[config.mk]
export PLATFORM = sky130hd
export DESIGN_NAME = bsr_chain
export DESIGN_NICKNAME = d
export VERILOG_FILES = /design/src/rtl/bsr_pkg.sv /design/src/rtl/bsr_cell.sv /design/src/rtl/bsr_pin_mux.sv /design/src/rtl/bsr_chain.sv
export SDC_FILE = /design/constraint.sdc
export NUM_CORES = 1
export LEC_CHECK = 0
export BUFFER_PORTS_ARGS = -buffer_cell sky130_fd_sc_hd__buf_4
export CORE_MARGIN = 4
export CORE_UTILIZATION = 50
export DETAILED_ROUTE_END_ITERATION = 10
export GPL_TIMING_DRIVEN = 0
export PLACE_DENSITY = 0.82
export SLEW_MARGIN = 10
export SYNTH_ARGS = -nofsm -noshare
export SYNTH_HDL_FRONTEND = slang
export SYNTH_SLANG_ARGS = --single-unit
[constraint.sdc]
create_clock -name tck_i -period 2.35 [get_ports tck_i]
set_input_delay 0.1175 -clock tck_i [delete_from_list [all_inputs] [get_ports tck_i]]
set_output_delay 0.1175 -clock tck_i [all_outputs]
set_load 0.05 [all_outputs]
[src/rtl/bsr_pkg.sv]
package bsr_pkg;
  typedef enum logic [1:0] {
    BSR_FUNC   = 2'd0,
    BSR_SAMPLE = 2'd1,
    BSR_EXTEST = 2'd2,
    BSR_INTEST = 2'd3
  } bsr_mode_e;

  function automatic logic drives_pins(bsr_mode_e m);
    return (m == BSR_EXTEST) || (m == BSR_INTEST);
  endfunction
endpackage

[src/rtl/bsr_cell.sv]
module bsr_cell (
  input  logic tck_i,
  input  logic rst_ni,
  input  logic capture_i,
  input  logic shift_i,
  input  logic update_i,
  input  logic par_i,
  input  logic scan_i,
  output logic cap_o,
  output logic hold_o
);
  // capture wins over shift
  always_ff @(posedge tck_i or negedge rst_ni) begin
    if (!rst_ni)        cap_o <= 1'b0;
    else if (capture_i) cap_o <= par_i;
    else if (shift_i)   cap_o <= scan_i;
  end

  // hold stage loads on the falling edge only
  always_ff @(negedge tck_i or negedge rst_ni) begin
    if (!rst_ni)       hold_o <= 1'b0;
    else if (update_i) hold_o <= cap_o;
  end
endmodule

[src/rtl/bsr_pin_mux.sv]
module bsr_pin_mux
  import bsr_pkg::*;
#(
  parameter int N_IN  = 4,
  parameter int N_OUT = 2
) (
  input  bsr_mode_e        mode_i,
  input  logic [N_IN-1:0]  pin_in_i,
  input  logic [N_IN-1:0]  in_hold_i,
  input  logic [N_OUT-1:0] core_out_i,
  input  logic [N_OUT-1:0] core_oe_i,
  input  logic [N_OUT-1:0] out_hold_i,
  input  logic [N_OUT-1:0] ctl_hold_i,
  output logic [N_IN-1:0]  core_in_o,
  output logic [N_OUT-1:0] pin_out_o,
  output logic [N_OUT-1:0] pin_oe_o
);
  logic drive_core, drive_pins;

  always_comb begin
    drive_core = (mode_i == BSR_INTEST);
    drive_pins = drives_pins(mode_i);
    core_in_o  = drive_core ? in_hold_i  : pin_in_i;
    pin_out_o  = drive_pins ? out_hold_i : core_out_i;
    pin_oe_o   = drive_pins ? ctl_hold_i : core_oe_i;
  end
endmodule

[src/rtl/bsr_chain.sv]
module bsr_chain
  import bsr_pkg::*;
#(
  parameter int N_IN  = 4,
  parameter int N_OUT = 2
) (
  input  logic             tck_i,
  input  logic             rst_ni,
  input  logic             capture_i,
  input  logic             shift_i,
  input  logic             update_i,
  input  logic [1:0]       mode_i,
  input  logic             tdi_i,
  output logic             tdo_o,
  input  logic [N_IN-1:0]  pin_in_i,
  output logic [N_IN-1:0]  core_in_o,
  input  logic [N_OUT-1:0] core_out_i,
  input  logic [N_OUT-1:0] core_oe_i,
  output logic [N_OUT-1:0] pin_out_o,
  output logic [N_OUT-1:0] pin_oe_o
);
  localparam int LEN = N_IN + 2 * N_OUT;

  logic [LEN-1:0]   par_d, scan_d, cap_q, hold_q;
  logic [N_OUT-1:0] out_hold, ctl_hold;
  bsr_mode_e        mode_eff;

  // test reset forces functional paths
  assign mode_eff = rst_ni ? bsr_mode_e'(mode_i) : BSR_FUNC;

  assign par_d[N_IN-1:0] = pin_in_i;
  for (genvar k = 0; k < N_OUT; k++) begin : g_out_map
    assign par_d[N_IN+2*k]   = core_out_i[k];
    assign par_d[N_IN+2*k+1] = core_oe_i[k];
    assign out_hold[k]       = hold_q[N_IN+2*k];
    assign ctl_hold[k]       = hold_q[N_IN+2*k+1];
  end

  assign scan_d = {cap_q[LEN-2:0], tdi_i};
  assign tdo_o  = cap_q[LEN-1];

  for (genvar i = 0; i < LEN; i++) begin : g_cell
    bsr_cell u_cell (
      .tck_i    (tck_i),
      .rst_ni   (rst_ni),
      .capture_i(capture_i),
      .shift_i  (shift_i),
      .update_i (update_i),
      .par_i    (par_d[i]),
      .scan_i   (scan_d[i]),
      .cap_o    (cap_q[i]),
      .hold_o   (hold_q[i])
    );
  end

  bsr_pin_mux #(.N_IN(N_IN), .N_OUT(N_OUT)) u_mux (
    .mode_i    (mode_eff),
    .pin_in_i  (pin_in_i),
    .in_hold_i (hold_q[N_IN-1:0]),
    .core_out_i(core_out_i),
    .core_oe_i (core_oe_i),
    .out_hold_i(out_hold),
    .ctl_hold_i(ctl_hold),
    .core_in_o (core_in_o),
    .pin_out_o (pin_out_o),
    .pin_oe_o  (pin_oe_o)
  );
endmodule

==> flow_metrics.env, run 1 <==
export IMPL_numCtsBuffers=3
export IMPL_ys_ff_latch=16
export IMPL_core_area_mm2=0.00137
export IMPL_rr_startpoint="g_cell[4].u_cell.cap_o$_DFFE_PN0P_"
export IMPL_critical_path_max_fanout=2
export IMPL_r2r_cells=1
export IMPL_peakVddDrop_mv=0.434
export IMPL_rrSetupSlack_ps=350
export IMPL_slew_headroom_pct=84.8
export IMPL_post_dp_hpwl_mm=1.14
export IMPL_yosys_warnings=0
export IMPL_die_w_um=47.1
export IMPL_start_kind="flop"
export IMPL_gp_congestion=0.710
export IMPL_clkLatencyLatePin_ps=280
export IMPL_final_util_pct=76.7
export IMPL_synth_seq_area_share_pct=52.3
export IMPL_status="finished, violations left"
export IMPL_end_kind="primary output"
export IMPL_hold_path_class="in2reg"
export IMPL_vias=591
export IMPL_area_growth_pct=36.9
export IMPL_syn_nets=77
export IMPL_p_leak_uw=0.000514
export IMPL_finalHoldViolCount=0
export IMPL_fin_skew_ps=6.04
export IMPL_holdWs_ps=49.3
export IMPL_syn_inst=61
export IMPL_setup_viol=4
export IMPL_die_h_um=47.1
export IMPL_power_density_mw_per_mm2=674
export IMPL_violations="setup timing"
export IMPL_max_cap_violations=0
export IMPL_gr_usage_all_layers_pct=15.7
export IMPL_htreeDepth=1
export IMPL_worstSetupStartpoint="g_cell[7].u_cell.hold_o$_DFFE_NN0P_"
export IMPL_fillCellCount=96
export IMPL_portBuffers=22
export IMPL_yosysUniqueCellTypes=9
export IMPL_layout_common_cells="buf_4 (15), mux2_2 (14), nand2_1 (9)"
export IMPL_postSynthAreaPerCell_um2=12.6
export IMPL_ant_nets=0
export IMPL_firstDrtPassIters=4
export IMPL_final_common_cell="buf_4"
export IMPL_arrival_ps=2240
export IMPL_cts_root_buf="clkbuf_4"
export IMPL_grt_first_pass_wirelength_mm=2.44
export IMPL_dieArea_mm2=0.00222
export IMPL_drc=0
export IMPL_cts_tree="yes"
export IMPL_antenna_cells=0
export IMPL_grt_setup_unrepaired="yes"
export IMPL_tns_ps=-30.2
export IMPL_clkSinkCount=16
export IMPL_layout_drive_gt1_share_pct=52.8
export IMPL_hp_start="pin_in_i[0]"
export IMPL_critical_path_class="reg2out"
export IMPL_clk_pin_slew_ps=90
export IMPL_hold_path_depth=3
export IMPL_fin_ws_ps=-10.4
export IMPL_maxSlewViolCount=0
export IMPL_tightest_slew_ps=227
export IMPL_grt_max_degree=19
export IMPL_io_pin_count=25
export IMPL_start_util_pct=56.0
export IMPL_syn_area_um2=766
export IMPL_overflow=0
export IMPL_fp_row_count=13
export IMPL_routed_via_density=5.68
export IMPL_required_ps=2230
export IMPL_power_uw=706
export IMPL_antenna_found_initial=0
export IMPL_drtIter0Drc=2
export IMPL_min_to="g_cell[0].u_cell.cap_o$_DFFE_PN0P_"
export IMPL_grt_pass1_vias=577
export IMPL_nets=106
export IMPL_wire_per_inst_um=15.5
export IMPL_cts_buffer_depth=2
export IMPL_r2r_end="g_cell[4].u_cell.hold_o$_DFFE_NN0P_"
export IMPL_totalWireLength_mm=1.62
-- logic make-up (layout without fill, tap and decap cells) --
logic type	count (synthesis)	in the layout	synth area share [%]
AOI/OAI and AO/OA	8	8	5.23
muxes	24	24	34.0
and+or+nand+nor	10	10	5.72
DFF	16	16	52.3
buffers and inverters	3	31	2.78
-- through the flow --
| step | std cells | area [um2] | setup WS [ps] |
|---|---|---|---|
| after floorplan | 61 | 766 | 135 |
| after global placement | 98 | 950 | 292 |
| after detailed placement | 98 | 950 | 280 |
| after CTS | 103 | 1030 | -10.8 |
| after global routing | 104 | 1050 | -51.7 |
| final | 104 | 1050 | -10.4 |
-- report_power, final --
part | leakage, uW | internal (uW) | switching, uW | total (uW)
logic | 0.000298 | 92.6 | 102 | 194
clock network | 0.0000210 | 94.3 | 84.4 | 179
registers | 0.000195 | 312 | 21.3 | 333
total | 0.000514 | 499 | 208 | 706
-- cell type report --
type	instances	area, um2	share of cell area, %
plain buffers	3	21.3	2.03
clock buffers	4	36.3	3.46
multi-input cells	42	352	33.5
flip-flops and latches	16	400	38.2
well taps	15	18.8	1.79
repair buffers	24	220	21.0
-- cells in the mapped netlist --
cell type   n  area (um2)
nand3_2     1        10.0
dfrtp_1     8         200
o21ai_0     8        40.0
mux2i_1     8        80.1
nand2_1     9        33.8
mux2_2     16         180
buf_2       2        10.0
buf_6       1        11.3
dfrtn_1     8         200
-- repair_timing --
item,in CTS,in global routing
setup buffers,0,1
hold buffers,1,0
resized for setup,10,2
pin swaps,0,0
setup endpoints to repair,8,8
hold endpoints to repair,8,0
gates cloned,0,0
-- routing by layer --
| layer | up-vias | part of all wire, % | global-route usage, % | routed length (um) |
|---|---|---|---|---|
| li1 | 273 | - | - | - |
| met1 | 303 | 41 | 20.9 | 663 |
| met2 | 13 | 52 | 26.0 | 847 |
| met3 | 2 | 5.6 | 2.68 | 90 |
| met4 | 0 | 0.87 | 4.97 | 14 |
| met5 | - | 0 | 0 | 0 |
-- worst max-delay path by stage --
| stage | end | slack, ps | cells after the start |
|---|---|---|---|
| floorplan | g_cell[7].u_cell.hold_o$_DFFE_NN0P_ | 130 | 1 |
| detailed placement | core_in_o[2] | 280 | 2 |
| CTS | core_in_o[1] | -10 | 2 |
| finish | pin_oe_o[1] | -10 | 2 |
| global route | pin_oe_o[1] | -50 | 2 |
| global placement | pin_oe_o[0] | 290 | 2 |
-- worst max-delay path: stages (launching register included) --
cell and delay (ps):
dfrtn_1 350, mux2_4 280, buf_8 150
-- state kept, by name, summed over array words and instances, names as in the netlist --
register and flops:
g_cell.u_cell.hold_o 8, g_cell.u_cell.cap_o 8
No activity file was read; power rests on OpenSTA's default activity.
==> run 2: changes to the inputs <==
--- a/constraint.sdc
+++ b/constraint.sdc
@@ -3,2 +3,2 @@
 set_output_delay 0.1175 -clock tck_i [all_outputs]
-set_load 0.05 [all_outputs]
+set_load 0.005 [all_outputs]
==> run 2 against run 1 <==
The run now ends clean. Combinational power down 36%. Clock skew decreased by 5.2 ps. Largest power group unchanged. Die area unchanged. Sequential power hardly changed. Sequential share of layout area increased by 1.7 points.
==> flow_metrics.env, run 2 (synthesis gave the netlist of run 1 again) <==
export IMPL_status="finished clean"
export IMPL_area_growth_pct=31.0
export IMPL_totalWireLength_mm=1.55
export IMPL_post_dp_hpwl_mm=1.14
export IMPL_r2r_cells=1
export IMPL_max_cap_violations=0
export IMPL_vias=558
export IMPL_grt_first_pass_wirelength_mm=2.37
export IMPL_slew_headroom_pct=85.1
export IMPL_hp_start="pin_in_i[0]"
export IMPL_routed_via_density=5.42
export IMPL_slowest_stage="dfrtn_1"
export IMPL_gp_congestion=0.710
export IMPL_layout_drive_gt1_share_pct=52.3
export IMPL_hold_path_depth=3
export IMPL_firstDrtPassIters=4
export IMPL_rrSetupSlack_ps=340
export IMPL_cts_root_buf="clkbuf_4"
export IMPL_top_regs="g_cell.u_cell.cap_o: 8 flops, g_cell.u_cell.hold_o: 8 flops"
export IMPL_end_kind="primary output"
export IMPL_setup_viol=0
export IMPL_tightest_slew_ps=224
export IMPL_nets=105
export IMPL_clk_pin_slew_ps=90
export IMPL_htreeDepth=1
export IMPL_layout_common_cells="buf_4 (21), mux2_2 (15), nand2_1 (9)"
export IMPL_r2r_end="g_cell[4].u_cell.hold_o$_DFFE_NN0P_"
export IMPL_cts_tree="yes"
export IMPL_final_common_cell="buf_4"
export IMPL_finalHoldViolCount=0
export IMPL_worstPathCellList="mux2_4, buf_6"
export IMPL_core_area_mm2=0.00137
export IMPL_dieArea_mm2=0.00222
export IMPL_place_area_um2=950
export IMPL_arrival_ps=2210
export IMPL_wire_per_inst_um=15.1
export IMPL_fillCellCount=107
export IMPL_dp_cells=98
export IMPL_critical_path_class="reg2out"
export IMPL_start_kind="flop"
export IMPL_grt_pass1_vias=560
export IMPL_io_pin_count=25
export IMPL_die_w_um=47.1
export IMPL_p_leak_uw=0.000492
export IMPL_cts_buffer_depth=2
export IMPL_fp_row_count=13
export IMPL_overflow=0
export IMPL_die_h_um=47.1
export IMPL_start_util_pct=56.0
export IMPL_power_density_mw_per_mm2=640
export IMPL_min_to="g_cell[0].u_cell.cap_o$_DFFE_PN0P_"
export IMPL_ant_nets=0
export IMPL_max_stage_delay_ps=350
export IMPL_grt_max_degree=19
export IMPL_fin_skew_ps=0.810
export IMPL_maxSlewViolCount=0
export IMPL_rr_startpoint="g_cell[4].u_cell.cap_o$_DFFE_PN0P_"
export IMPL_gr_usage_all_layers_pct=15.2
export IMPL_tns_ps=0
export IMPL_fin_cells=103
export IMPL_portBuffers=22
export IMPL_required_ps=2230
export IMPL_design_area_mm2=0.00100
export IMPL_clkSinkCount=16
export IMPL_hold_path_class="in2reg"
export IMPL_clkLatencyLatePin_ps=290
export IMPL_drc=0
export IMPL_antenna_found_initial=0
export IMPL_drtIter0Drc=3
export IMPL_antenna_cells=0
export IMPL_critical_path_max_fanout=2
export IMPL_peakVddDrop_mv=0.432
export IMPL_power_uw=642
export IMPL_numCtsBuffers=3
## run 2: metrics by stage
stage	hold slack [ps]	util [%]	setup WS (ps)
2_1_floorplan	-178	-	382
3_3_place_gp	-5.90	69.5	326
3_5_place_dp	-2.93	69.5	309
4_1_cts	51.7	72.9	25.2
5_1_grt	53.3	73.4	-13.4
6_report	43.4	73.4	19.7
## run 2: worst max-delay path: cells and delay by family (launching register included)
family | cells | cell delay [ps]
flip-flops | 1 | 350
multiplexers | 1 | 280
buffers and inverters | 1 | 120
## run 2: worst max-delay path by stage
stage                                              startpoint                             endpoint
final                     g_cell[7].u_cell.hold_o$_DFFE_NN0P_                          pin_oe_o[1]
after global routing      g_cell[7].u_cell.hold_o$_DFFE_NN0P_                          pin_oe_o[1]
after CTS                 g_cell[2].u_cell.hold_o$_DFFE_NN0P_                         core_in_o[2]
after detailed placement                             update_i  g_cell[1].u_cell.hold_o$_DFFE_NN0P_
after global placement                               update_i  g_cell[2].u_cell.hold_o$_DFFE_NN0P_
after floorplan            g_cell[7].u_cell.cap_o$_DFFE_PN0P_  g_cell[7].u_cell.hold_o$_DFFE_NN0P_
## run 2: per-layer routing
| layer | GRT usage, % | up-vias | wire, um |
|---|---|---|---|
| met5 | 0 | - | 0 |
| met4 | 4.97 | 0 | 29 |
| met3 | 2.68 | 2 | 80 |
| met2 | 25.2 | 13 | 757 |
| met1 | 20.2 | 272 | 683 |
| li1 | - | 271 | - |
## run 2: layout make-up
cell class / instances / area (um2) / area share [%]
Buffer: 3 / 21.3 / 2.12
Clock buffer: 4 / 36.3 / 3.62
Multi-Input combinational cell: 42 / 348 / 34.7
Sequential cell: 16 / 400 / 39.9
Tap cell: 15 / 18.8 / 1.87
Timing Repair Buffer: 23 / 179 / 17.8
## run 2: what timing repair did
item / 4_1_cts / 5_1_grt
gates resized for setup: 0 / 2
setup endpoints to repair: 0 / 1
setup buffers: 0 / 0
hold buffers: 1 / 0
endpoints found under the hold margin: 8 / 0
## run 2: where the power goes
part	total, uW	switching (uW)	internal, uW
logic	125	47.4	77.5
registers	332	20.5	312
clock network	185	90.2	94.4
